--- config.mk ---
export PLATFORM = sky130hd
export DESIGN_NAME = pirq_steer_router
export DESIGN_NICKNAME = d
export VERILOG_FILES = /design/src/rtl/pirq_steer_pkg.sv /design/src/rtl/pirq_route_regs.sv /design/src/rtl/pirq_level_track.sv /design/src/rtl/pirq_line_reduce.sv /design/src/rtl/pirq_steer_router.sv
export SDC_FILE = /design/constraint.sdc
export NUM_CORES = 1
export LEC_CHECK = 0
export ABC_AREA = 1
export BUFFER_PORTS_ARGS = -buffer_cell sky130_fd_sc_hd__buf_4
export CORE_UTILIZATION = 40
export DETAILED_ROUTE_END_ITERATION = 7
export GPL_ROUTABILITY_DRIVEN = 0
export PLACE_DENSITY = 0.6
export SLEW_MARGIN = 20
export SYNTH_ARGS = -nofsm -noshare
export SYNTH_HDL_FRONTEND = slang
export SYNTH_SLANG_ARGS = --single-unit
export TNS_END_PERCENT = 100
--- constraint.sdc ---
create_clock -name clk_i -period 1.8 [get_ports clk_i]
set_input_delay 0.18 -clock clk_i [delete_from_list [all_inputs] [get_ports clk_i]]
set_output_delay 0.18 -clock clk_i [all_outputs]
set_load 0.05 [all_outputs]
--- src/rtl/pirq_steer_pkg.sv ---
package pirq_steer_pkg;
  localparam int unsigned ROUTE_W = 8;
  localparam int unsigned LEN_W   = 3;

  typedef logic [ROUTE_W-1:0] route_t;

  function automatic logic len_legal(input logic [LEN_W-1:0] len);
    return (len == 3'd1) || (len == 3'd2) || (len == 3'd4);
  endfunction
endpackage

--- src/rtl/pirq_route_regs.sv ---
module pirq_route_regs
  import pirq_steer_pkg::*;
#(
  parameter int unsigned N_SRC      = 4,
  parameter int unsigned ADDR_W     = 8,
  parameter int unsigned DATA_BYTES = 4,
  parameter logic [ADDR_W-1:0] BASE = 8'h60,
  parameter route_t RST_ROUTE       = 8'h80
) (
  input  logic                      clk_i,
  input  logic                      rst_ni,
  input  logic                      we_i,
  input  logic [ADDR_W-1:0]         addr_i,
  input  logic [8*DATA_BYTES-1:0]   wdata_i,
  input  logic [LEN_W-1:0]          len_i,
  input  logic [ADDR_W-1:0]         raddr_i,
  output route_t [N_SRC-1:0]        route_q_o,
  output route_t [N_SRC-1:0]        route_d_o,
  output logic                      hit_o,
  output route_t                    rdata_o
);
  localparam int unsigned EXT_W  = ADDR_W + 1;
  localparam int unsigned LANE_W = (DATA_BYTES > 1) ? $clog2(DATA_BYTES) : 1;

  logic [EXT_W-1:0] lo, hi;
  logic [N_SRC-1:0] sel;
  logic             len_ok;

  assign lo     = {1'b0, addr_i};
  assign hi     = lo + EXT_W'(len_i);
  assign len_ok = len_legal(len_i);

  for (genvar s = 0; s < N_SRC; s++) begin : g_slot
    localparam logic [EXT_W-1:0] SLOT = EXT_W'(BASE) + EXT_W'(s);
    logic [EXT_W-1:0]  diff;
    logic [LANE_W-1:0] lane;
    route_t            q;

    assign diff   = SLOT - lo;
    assign lane   = diff[LANE_W-1:0];
    assign sel[s] = we_i && len_ok && (SLOT >= lo) && (SLOT < hi);
    assign route_d_o[s] = sel[s] ? wdata_i[lane*8 +: 8] : q;

    always_ff @(posedge clk_i or negedge rst_ni) begin
      if (!rst_ni) q <= RST_ROUTE;
      else         q <= route_d_o[s];
    end

    assign route_q_o[s] = q;
  end

  assign hit_o = |sel;

  always_comb begin
    rdata_o = '0;
    for (int s = 0; s < N_SRC; s++) begin
      if ({1'b0, raddr_i} == EXT_W'(BASE) + EXT_W'(s)) rdata_o = route_q_o[s];
    end
  end
endmodule

--- src/rtl/pirq_level_track.sv ---
module pirq_level_track
  import pirq_steer_pkg::*;
#(
  parameter int unsigned N_SRC  = 4,
  parameter int unsigned N_LINE = 16
) (
  input  logic                      clk_i,
  input  logic                      rst_ni,
  input  logic [N_SRC-1:0]          src_i,
  input  logic                      rebuild_i,
  input  route_t [N_SRC-1:0]        route_i,
  output logic [N_LINE*N_SRC-1:0]   lvl_o
);
  localparam int unsigned SRC_W  = (N_SRC  > 1) ? $clog2(N_SRC)  : 1;
  localparam int unsigned LINE_W = (N_LINE > 1) ? $clog2(N_LINE) : 1;
  localparam int unsigned IDX_W  = SRC_W + LINE_W;
  localparam int unsigned VEC_W  = N_LINE * N_SRC;

  logic [VEC_W-1:0] lvl_q, lvl_d;
  logic [N_SRC-1:0] src_q;
  logic [N_SRC-1:0] en;
  logic [N_SRC-1:0][IDX_W-1:0] idx;

  // bit position of (line, source) is line*N_SRC + source; N_SRC is a power of two
  for (genvar s = 0; s < N_SRC; s++) begin : g_idx
    assign en[s]  = route_i[s] < ROUTE_W'(N_LINE);
    assign idx[s] = {route_i[s][LINE_W-1:0], SRC_W'(s)};
  end

  always_comb begin
    lvl_d = rebuild_i ? '0 : lvl_q;
    for (int s = 0; s < N_SRC; s++) begin
      if ((rebuild_i || (src_i[s] != src_q[s])) && en[s]) lvl_d[idx[s]] = src_i[s];
    end
  end

  always_ff @(posedge clk_i or negedge rst_ni) begin
    if (!rst_ni) begin
      lvl_q <= '0;
      src_q <= '0;
    end else begin
      lvl_q <= lvl_d;
      src_q <= src_i;
    end
  end

  assign lvl_o = lvl_q;
endmodule

--- src/rtl/pirq_line_reduce.sv ---
module pirq_line_reduce #(
  parameter int unsigned N_SRC  = 4,
  parameter int unsigned N_LINE = 16
) (
  input  logic [N_LINE*N_SRC-1:0] lvl_i,
  output logic [N_LINE-1:0]       line_o
);
  for (genvar l = 0; l < N_LINE; l++) begin : g_line
    assign line_o[l] = |lvl_i[l*N_SRC +: N_SRC];
  end
endmodule

--- src/rtl/pirq_steer_router.sv ---
module pirq_steer_router
  import pirq_steer_pkg::*;
#(
  parameter int unsigned N_SRC      = 4,
  parameter int unsigned N_LINE     = 16,
  parameter int unsigned ADDR_W     = 8,
  parameter int unsigned DATA_BYTES = 4,
  parameter logic [ADDR_W-1:0] BASE = 8'h60,
  parameter route_t RST_ROUTE       = 8'h80
) (
  input  logic                    clk_i,
  input  logic                    rst_ni,
  input  logic [N_SRC-1:0]        src_lvl_i,
  input  logic                    cfg_we_i,
  input  logic [ADDR_W-1:0]       cfg_addr_i,
  input  logic [8*DATA_BYTES-1:0] cfg_wdata_i,
  input  logic [LEN_W-1:0]        cfg_len_i,
  input  logic [ADDR_W-1:0]       cfg_raddr_i,
  output logic [ROUTE_W-1:0]      cfg_rdata_o,
  output logic [N_LINE-1:0]       line_o
);
  route_t [N_SRC-1:0]        route_q, route_d;
  logic                      hit;
  logic [N_LINE*N_SRC-1:0]   lvl;

  pirq_route_regs #(
    .N_SRC(N_SRC), .ADDR_W(ADDR_W), .DATA_BYTES(DATA_BYTES),
    .BASE(BASE), .RST_ROUTE(RST_ROUTE)
  ) u_regs (
    .clk_i    (clk_i),
    .rst_ni   (rst_ni),
    .we_i     (cfg_we_i),
    .addr_i   (cfg_addr_i),
    .wdata_i  (cfg_wdata_i),
    .len_i    (cfg_len_i),
    .raddr_i  (cfg_raddr_i),
    .route_q_o(route_q),
    .route_d_o(route_d),
    .hit_o    (hit),
    .rdata_o  (cfg_rdata_o)
  );

  pirq_level_track #(.N_SRC(N_SRC), .N_LINE(N_LINE)) u_track (
    .clk_i    (clk_i),
    .rst_ni   (rst_ni),
    .src_i    (src_lvl_i),
    .rebuild_i(hit),
    .route_i  (route_d),
    .lvl_o    (lvl)
  );

  pirq_line_reduce #(.N_SRC(N_SRC), .N_LINE(N_LINE)) u_reduce (
    .lvl_i (lvl),
    .line_o(line_o)
  );
endmodule

### Yosys cells after proc, flatten, opt, wreduce, memory -nomap -nowiden

Cells that the tools add are included.

| operators by class | value |
|---|---|
| add/sub/neg operators | 5 |
| $mul | 0 |
| divide/modulo/power cells | 0 |
| $lt $le $gt $ge | 20 |
| eq/ne operators | 11 |
| shift-type cells | 4 |
| mux-type cells | 25 |
| bitwise gates (word level) | 0 |
| reductions and logical operators | 40 |

Operator list:

| operator | count |
|---|---|
| two-way mux 64 bit | 5 |
| bitwise mux 64 bit | 4 |
| variable part select 32 x 6 -> 8 bit | 4 |
| OR reduction 4 bit | 17 |
| two-way mux 8 bit | 8 |
| less-than comparator 7 x 9 -> 1 bit (first input constant) | 4 |
| equality test 8 x 7 -> 1 bit (second input constant) | 4 |
| greater-or-equal comparator 7 x 8 -> 1 bit (first input constant) | 4 |
| less-than comparator 8 x 5 -> 1 bit (second input constant) | 4 |
| less-than comparator 6 x 7 -> 1 bit (second input constant) | 4 |
| greater-or-equal comparator 6 x 1 -> 1 bit (second input constant) | 4 |
| logical AND 1 bit | 17 |
| demux 1 bit (select 4 bit) | 4 |
| adder 8 x 3 -> 9 bit | 1 |
| logical OR 1 bit | 6 |
| two-way mux 1 bit | 4 |
| != test 1 bit | 4 |
| subtractor 1 x 2 -> 2 bit (first input constant) | 2 |
| subtractor 2 bit (first input constant) | 2 |
| equality test 3 x 1 -> 1 bit (second input constant) | 1 |
| equality test 3 x 2 -> 1 bit (second input constant) | 1 |
| equality test 3 bit (second input constant) | 1 |

| word-level totals | value |
|---|---|
| flip-flop bits (word level) | 100 |
| latch bits | 0 |
| RAM bits | 0 |
| ROM bits | 0 |
| input port bits | 58 |
| output and inout bits | 24 |
| logic and storage cells | 111 |
| memories kept | 0 |

### Logic depth before layout (Yosys ltp)

Gate-level depths: netlist of run 1.

| logic depth | value |
|---|---|
| word-level depth | 19 |
| mapped depth | 23 |
| mapped depth without buffers | 22 |

### Cells and area by module

A second synthesis of run 1 with hierarchy kept.

| second synthesis, totals | value |
|---|---|
| cells, all modules | 1,235 |
| area, all modules | 7,878.8 µm² |

By module, submodules not included:

| module | instances | cells an instance | area an instance (µm²) | sequential area each (µm²) |
|---|---|---|---|---|
| pirq_level_track | 1 | 776 | 4,844.6 | 1,701.6 |
| pirq_route_regs | 1 | 411 | 2,854.0 | 805.8 |
| pirq_line_reduce | 1 | 48 | 180.2 | 0.0 |

### Worst setup path before layout of run 1

No wires, ideal clock.

| path | value |
|---|---|
| kind | input to register |
| start point | input port cfg_addr_i[1] |
| end point | register u_track.lvl_q[14], in the netlist u_track.lvl_o[14] |
| library setup time | 0.116 ns |
| arrival time | 2.724 ns |
| required time | 1.684 ns |
| setup slack | -1.040 ns |
| stages on the path | 19 |
| path buffers | 3 |
| cells stage by stage | clkinv_1 > clkbuf_1 > fa_1 > inv_1 > nand2_1 > nand2_1 > nand3_1 > nand2_2 > nand3_4 > nor2_8 > nand3_4 > nand2_4 > buf_6 > nand4_1 > nand3_4 > clkinv_2 > buf_6 > nand2_1 > nand2_1 |

| on the way | value |
|---|---|
| longest elaborated chain between the ends | 13 |
| elaborated cells between the ends (all ways) | 56 |
| classes of those cells | add/sub: 5; order compare: 14; shift: 4; mux: 15; reduce/logical: 18 |

Ends and longest elaborated chain:

| item | line | RTL |
|---|---|---|
| start, declared | pirq_steer_router.sv:15 | `input logic [ADDR_W-1:0] cfg_addr_i,` |
| adder 8 x 3 -> 9 bit / greater-or-equal comparator 7 x 8 -> 1 bit (equally long branches) | pirq_route_regs.sv:30, pirq_route_regs.sv:41 |  |
| less-than comparator 7 x 9 -> 1 bit / logical AND 1 bit (equally long branches) | pirq_route_regs.sv:41 | `assign sel[s] = we_i && len_ok && (SLOT >= lo) && (SLOT < hi);` |
| logical AND 1 bit | pirq_route_regs.sv:41 |  |
| two-way mux 8 bit / OR reduction 4 bit (equally long branches) | pirq_route_regs.sv:42, pirq_route_regs.sv:52 |  |
| less-than comparator 8 x 5 -> 1 bit (tied with other cells) | pirq_level_track.sv:26 | `assign en[s] = route_i[s] < ROUTE_W'(N_LINE);` |
| logical AND 1 bit / bitwise mux 64 bit (equally long branches) | pirq_level_track.sv:33 | `if ((rebuild_i \|\| (src_i[s] != src_q[s])) && en[s]) lvl_d[idx[s]] = src_i[s];` |
| two-way mux 64 bit | pirq_level_track.sv:33 |  |
| bitwise mux 64 bit | pirq_level_track.sv:33 |  |
| two-way mux 64 bit | pirq_level_track.sv:33 |  |
| bitwise mux 64 bit | pirq_level_track.sv:33 |  |
| two-way mux 64 bit | pirq_level_track.sv:33 |  |
| bitwise mux 64 bit | pirq_level_track.sv:33 |  |
| two-way mux 64 bit (*) | pirq_level_track.sv:33 |  |
| named net u_track.lvl_d[14] | pirq_level_track.sv:19 | `logic [VEC_W-1:0] lvl_q, lvl_d;` |
| end signal, assigned | pirq_level_track.sv:42 | `lvl_q <= lvl_d;` |
| end, declared | pirq_level_track.sv:19 |  |

Mark *: on every way through the listed nets, which the timed path passes. The rest lies on a longest branch.

==> results of run 1 <==
==> cells by family (layout without fill, tap and decap cells) <==
| family | after synthesis | count (layout) | share of synthesized area |
|---|---|---|---|
| AO/OA/AOI/OAI | 77 | 78 | 0.0518 |
| XOR/XNOR | 4 | 4 | 0.00422 |
| adder cells (fa/ha/maj) | 7 | 7 | 0.0114 |
| buffers and inverters | 189 | 376 | 0.104 |
| flip-flops | 100 | 100 | 0.302 |
| multiplexers | 25 | 25 | 0.0301 |
| AND/OR/NAND/NOR | 816 | 816 | 0.497 |
==> flip-flops by register name, summed over array words and instances, names as in the netlist <==
| register | cells |
|---|---|
| u_track.lvl_o | 64 |
| u_track.src_q | 4 |
| u_regs.g_slot.q | 32 |
==> per-layer routing <==
| metal | global-route usage | share of wire |
|---|---|---|
| met1 | 0.348 | 0.47 |
| met2 | 0.395 | 0.47 |
| met3 | 0.0319 | 0.042 |
| met4 | 0.0573 | 0.015 |
| met5 | 0 | 0 |
==> final cells by class <==
class                           count  area (um^2)
Clock buffer                       11          243
Clock inverter                      5         42.5
Fill cell                        1818         8490
Inverter                          149          594
Multi-Input combinational cell    930         5860
Sequential cell                   100         2510
Tap cell                          270          338
Timing Repair Buffer              210         2200
Timing Repair inverter              1         16.3
==> worst min-delay path by stage <==
| stage | end | cells past startpoint | slack, ns |
|---|---|---|---|
| CTS | u_track.src_q[3] | 1 | 0.06 |
| floorplan | u_regs.g_slot[0].q[0] | 0 | -0.12 |
| global route | u_track.src_q[3] | 1 | 0.06 |
| finish | u_track.src_q[1] | 1 | 0.07 |
| detailed placement | u_track.lvl_o[3] | 1 | 0.16 |
| global placement | u_track.src_q[3] | 1 | 0.17 |
==> per-stage QoR <==
stage / hold slack (ns) / std cells / total power [mW] / setup slack [ns]
after floorplan: -0.116 / 1218 / 7.20 / -0.676
after global placement: 0.170 / 1618 / 8.88 / -1.12
after detailed placement: 0.165 / 1618 / 8.94 / -1.15
after CTS: 0.0624 / 1665 / 11.6 / -0.603
after global routing: 0.0626 / 1676 / 12.6 / -0.741
final: 0.0660 / 1676 / 11.9 / -0.582
==> power breakdown <==
| group | internal, mW | switching (mW) | leakage (nW) |
|---|---|---|---|
| Clock | 1.00 | 0.982 | 0.142 |
| Combinational | 2.57 | 4.34 | 4.26 |
| Sequential | 2.74 | 0.288 | 1.33 |
==> cells in the final DEF, fill, tap and decap left out, types with 31 or more instances in the layout <==
cell type,n
inv_1,136
nand2_4,47
nand3_1,84
nand2_1,461
dfrtp_1,96
buf_6,39
o21ai_0,36
nand4_1,31
nor2_4,97
nand2_2,40
buf_4,135
==> repair_timing <==
action / 4_1_cts / 5_1_grt
setup buffers: 22 / 15
resized for setup: 118 / 98
pin swaps: 50 / 65
hold buffers: 1 / 0
setup endpoints to repair: 93 / 102
hold endpoints to repair: 27 / 0
cloned: 10 / 4
==> flow_summary_export.csv, run 1 <==
group,metric,value,unit
clocking,clock_latency,0.37,ns
critical_path,cp.arrival,2.64,ns
sta,post-route-min-period,2.38,ns
clocking,cts_tree,"yes",
run,drv_cap,0,
synthesis,synth_area_leaders,"dfrtp_1, nand2_1, nor2_4, inv_1, nand3_1",
worst_hold_path,hold_path.startpoint,"src_lvl_i[1]",
critical_path,r2r_end,"u_track.lvl_o[43]",
critical_path,critPathRequiredTime,2.05,ns
clocking,h-tree-depth,3,
sta,rsz0062_at_grt,"yes",
critical_path,critPathCapture,"u_track.lvl_o[12]",
critical_path,worstPathCellList,"buf_8, ha_4, inv_2, fa_2, inv_2, nand2_2, nand2_4, nand3_2, nand2_2, nand3_4, nand2_8, nand2_8, buf_12, nor2_8, nand2_8, clkbuf_16, nand2_4, o21ai_4, nor2_4, nand3_2, buf_12, nand2_1, nand2_1",
pwr,ir_drop,0.616,mV
critical_path,critPathCaptureType,"register",
sta,fin_crit_sh,1.32,
sta,finalClockSkew,0.0108,ns
synthesis,ys_seq_elements,100,
critical_path,crit_fanout,16,
critical_path,reg2reg_from,"u_track.src_q[3]",
sta,worst_pin_slew,0.628,ns
die,rows,52,
cells_and_area,drive_gt1_frac,0.359,
synthesis,synthDominantCellAreaShare,0.289,
pwr,power_density,1010,nW/um^2
clocking,cts_buffers,9,
critical_path,critPathKind,"input pin to register",
clocking,clkSinkCount,100,
synthesis,ys_async_sr_fraction,1.00,
grt,grt_pass1_wl,40800,um
sta,hold_violations,0,
critical_path,r2r_cells,6,
synthesis,yosysSeqAreaShare,0.302,
die,dieArea,21300,um^2
cells_and_area,syn2layout_area_growth,42.2,%
sta,fmax,420,MHz
critical_path,crit_cells,23,
routing,drt-wirelength-per-cell,15.3,um
synthesis,syn_area,8310,um^2
sta,relSlewSlack,0.580,
critical_path,path_buf_inv,6,
grt,grt-ovfl-total,0,
routing,ant_nets,0,
synthesis,synth_nets,1283,
clocking,clkSlewWorstSetupHoldPaths,0.08,ns
worst_hold_path,hold_class,"input pin to register",
status,violations,"negative setup slack",
routing,vias,8209,
synthesis,ys_warn_count,0,
clocking,clockBufferDepth,2,
critical_path,crit_start,"cfg_len_i[0]",
cells_and_area,diodes,0,
synthesis,ys.flop_type,"dfrtp_1",
clocking,cts_root_buf,"clkbuf_16",
routing,drc_errors,0,
die,die_x,146,um
die,fp.dieH,146,um
cells_and_area,nNetsFinal,1466,
synthesis,yosys.area.top_type,"dfrtp_1",
placement,place_area,10100,um^2
cells_and_area,final_cell_area,11800,um^2
synthesis,avgSynthCellArea,6.82,um^2
sta,setup_ws,-0.582,ns
die,io_pins,82,
sta,maxSlewViolCount,0,
cells_and_area,finalCoreUtilization,0.582,
critical_path,slowest_delay,0.34,ns
pwr,power.leakage,5.73,nW
sta,setup-violations-final,82,
die,start_util,0.409,
sta,tns,-35.39,ns
critical_path,crit_top_cell,"nand2_8",
placement,post-dp-hpwl,18500,um
routing,dr.pass1.iters,6,
synthesis,yosysMostFrequentCell,"nand2_1",
routing,wl,25700,um
status,status,"finished with violations",
synthesis,yosys.cell_types.count,43,
grt,antenna_found_initial,0,
grt,first_global_vias,7683,
routing,viasPerCell,4.90,
synthesis,synth_edf_count,0,
placement,io_buffers,81,
synthesis,yosys-top-cells-count,"nand2_1, inv_1, dfrtp_1",
critical_path,cp-start-kind,"input pin",
routing,drtIter0Drc,438,
critical_path,cp_slowest_cell,"fa_2",
critical_path,cp_top_family,"simple AND/OR/NAND/NOR gates",
critical_path,reg2reg_setup_slack,0.23,ns
synthesis,netlist_instances,1218,
die,core-area,20300,um^2
grt,grt_max_degree,37,
grt,grt_use_total,0.245,
Note: power is estimated with default switching activity, not from simulation.
==> run 2, diff against run 1 <==
==> constraint.sdc (replaced) <==
create_clock -name clk_i -period 2.55 [get_ports clk_i]
set_input_delay 0.255 -clock clk_i [delete_from_list [all_inputs] [get_ports clk_i]]
set_output_delay 0.255 -clock clk_i [all_outputs]
set_load 0.05 [all_outputs]
==> run 2 against run 1 <==
Against the previous run: the run now ends clean; sequential cell count stayed put; via count is 2.6% lower; total power is 36% lower; combinational power is 40% lower; final cell count is 2.0% lower; utilization is 7.0 points lower; global-route usage is 1.9 points lower; setup slack better by 0.72 ns; critical path depth is 2 lower; wire length is 7.0% lower; critical path type unchanged.
==> flow_summary_export.csv, run 2 (same netlist as run 1, synthesis figures left out) <==
group,metric,value,unit
status,status,"finished, final reports clean",
die,core-area,20300,um^2
cells_and_area,drive_gt1_frac,0.269,
cells_and_area,finalCoreUtilization,0.511,
routing,drtIter0Drc,458,
clocking,cts_tree,"yes",
pwr,p_int,4.04,mW
clocking,h-tree-depth,3,
sta,fmax,414,MHz
routing,wl,23900,um
critical_path,cp.arrival,2.72,ns
grt,first_global_vias,7125,
sta,fin_crit_sh,0.946,
pwr,power_density,730,nW/um^2
critical_path,critPathRequiredTime,2.86,ns
grt,grt_pass1_wl,37800,um
critical_path,reg2reg_setup_slack,1.03,ns
critical_path,cp-start-kind,"input pin",
placement,post-dp-hpwl,18100,um
critical_path,r2r_end,"u_track.lvl_o[47]",
pwr,p_comb_frac,0.547,
routing,dr.pass1.iters,5,
pwr,power.leakage,5.26,nW
grt,grt_max_degree,60,
clocking,clkSinkCount,100,
die,die_x,146,um
worst_hold_path,hold_path.startpoint,"src_lvl_i[1]",
clocking,clock_latency,0.36,ns
worst_hold_path,min_path_cells,1,
critical_path,crit_fanout,8,
clocking,clkSlewWorstSetupHoldPaths,0.08,ns
placement,dp_cells,1620,
cells_and_area,largest_reg_flops,64,
placement,io_buffers,81,
die,io_pins,82,
die,dieArea,21300,um^2
critical_path,critPathKind,"input pin to register",
cells_and_area,nFillCells,2048,
pwr,ir_drop,0.613,mV
cells_and_area,layout_commonest_cell,"nand2_1",
critical_path,critPathCaptureType,"register",
sta,maxSlewViolCount,0,
pwr,switching_power,3.53,mW
cells_and_area,diodes,0,
cells_and_area,layout_common_cells,"nand2_1, buf_4, inv_1",
pwr,seqPwrFrac,0.277,
grt,antenna_found_initial,0,
worst_hold_path,hold_end,"u_track.src_q[1]",
routing,viasPerCell,4.87,
cells_and_area,nNetsFinal,1433,
clocking,cts_root_buf,"clkbuf_16",
cells_and_area,layout.cells.non_filler,1643,
sta,rsz0062_at_grt,"yes",
critical_path,r2r_cells,6,
sta,finalClockSkew,0.0112,ns
routing,drc_errors,0,
critical_path,reg2reg_from,"u_track.src_q[3]",
die,start_util,0.409,
pwr,switching_share,0.466,
routing,ant_nets,0,
sta,setup-violations-final,0,
sta,relSlewSlack,0.589,
die,rows,52,
sta,worst_pin_slew,0.614,ns
grt,grt_use_total,0.226,
cells_and_area,syn2layout_area_growth,24.9,%
clocking,cts_buffers,9,
worst_hold_path,hold_class,"input pin to register",
routing,drt-wirelength-per-cell,14.5,um
pwr,p_clk_frac,0.177,
clocking,clockBufferDepth,2,
sta,post-route-min-period,2.41,ns
routing,vias,7997,
die,fp.dieH,146,um
grt,grt-ovfl-total,0,
run,drv_cap,0,
sta,hold_violations,0,
## run 2: cell types whose count changed in the layout (fill, tap and decap cells not counted), moves of 7 or more
cell,before,now
nor2_4,97,75
buf_16,7,0
nand2_4,47,11
nor2_1,6,16
nand2_1,461,517
buf_6,39,11
nand2_2,40,20
o21ai_0,36,48
buf_4,135,153
buf_12,17,10
nor2_2,11,23
o21ai_4,14,4
## run 2: repair_timing
action	4_1_cts	5_1_grt
endpoints found under the hold margin	10	0
resized for setup	0	42
buffers inserted	0	3
setup endpoints to repair	0	62
hold buffers	1	0
## run 2: how the worst max path moves through the flow
stage / startpoint / to / slack (ns)
final: cfg_addr_i[0] / u_track.lvl_o[47] / 0.14
after global routing: cfg_addr_i[0] / u_track.lvl_o[10] / -0.02
after CTS: cfg_addr_i[0] / u_track.lvl_o[19] / 0.05
after detailed placement: cfg_addr_i[0] / u_track.lvl_o[23] / -0.33
after global placement: cfg_addr_i[0] / u_track.lvl_o[43] / -0.28
after floorplan: cfg_addr_i[0] / u_track.lvl_o[24] / -0.007
## run 2: routing by layer
layer  global-route usage  share of wire  vias to the layer above  routed length [um]
met4               0.0542          0.014                        0                 340
met3               0.0306          0.045                       20                1070
met5                    0              0                        -                   0
li1                     -              -                     4103                   -
met1                0.330           0.48                     3718               11500
met2                0.353           0.46                      156               11000
## run 2: layout make-up
type / count / area [um^2] / area share
multi-input combinational: 931 / 5160 / 0.497
tap: 270 / 338 / 0.0326
timing repair buffer: 177 / 1520 / 0.147
sequential: 100 / 2510 / 0.242
clock inverter: 4 / 26.3 / 0.00253
clock buffer: 12 / 246 / 0.0238
inverter: 149 / 577 / 0.0556
## run 2: through the flow
step                cell area, um^2  hold slack, ns  total power [mW]  setup slack, ns  TNS (ns)
global route                  10400           0.148              8.05          -0.0185    -0.123
finish                        10400           0.145              7.58            0.137         0
CTS                           10100           0.141              7.50           0.0466         0
detailed placement             9860           0.113              6.15           -0.331    -16.25
floorplan                      8430         -0.0406              4.84         -0.00732   -0.0648
global placement               9860           0.116              6.10           -0.277    -13.33
## run 2: power by group through the flow
stage | clock (mW) | sequential [mW] | combinational (mW)
3_5_place_dp | 0 | 2.12 | 4.04
5_1_grt | 1.42 | 2.13 | 4.50
6_report | 1.34 | 2.10 | 4.14
2_1_floorplan | 0 | 2.06 | 2.78
3_3_place_gp | 0 | 2.11 | 3.99
4_1_cts | 1.36 | 2.09 | 4.05
## run 2: critical path: stages
cell and delay [ns]:
buf_4 0.10, ha_4 0.13, inv_2 0.03, fa_2 0.34, inv_2 0.08, nand2_4 0.06, nand2_4 0.08, nand3_2 0.06
nand2_2 0.08, nand3_4 0.12, nor2_8 0.20, nand2_4 0.09, nand2_8 0.10, buf_6 0.14, nand2_2 0.07, o21ai_4 0.07
nand4_1 0.19, nor2_4 0.22, clkbuf_16 0.18, nand2_1 0.05, nand2_1 0.05
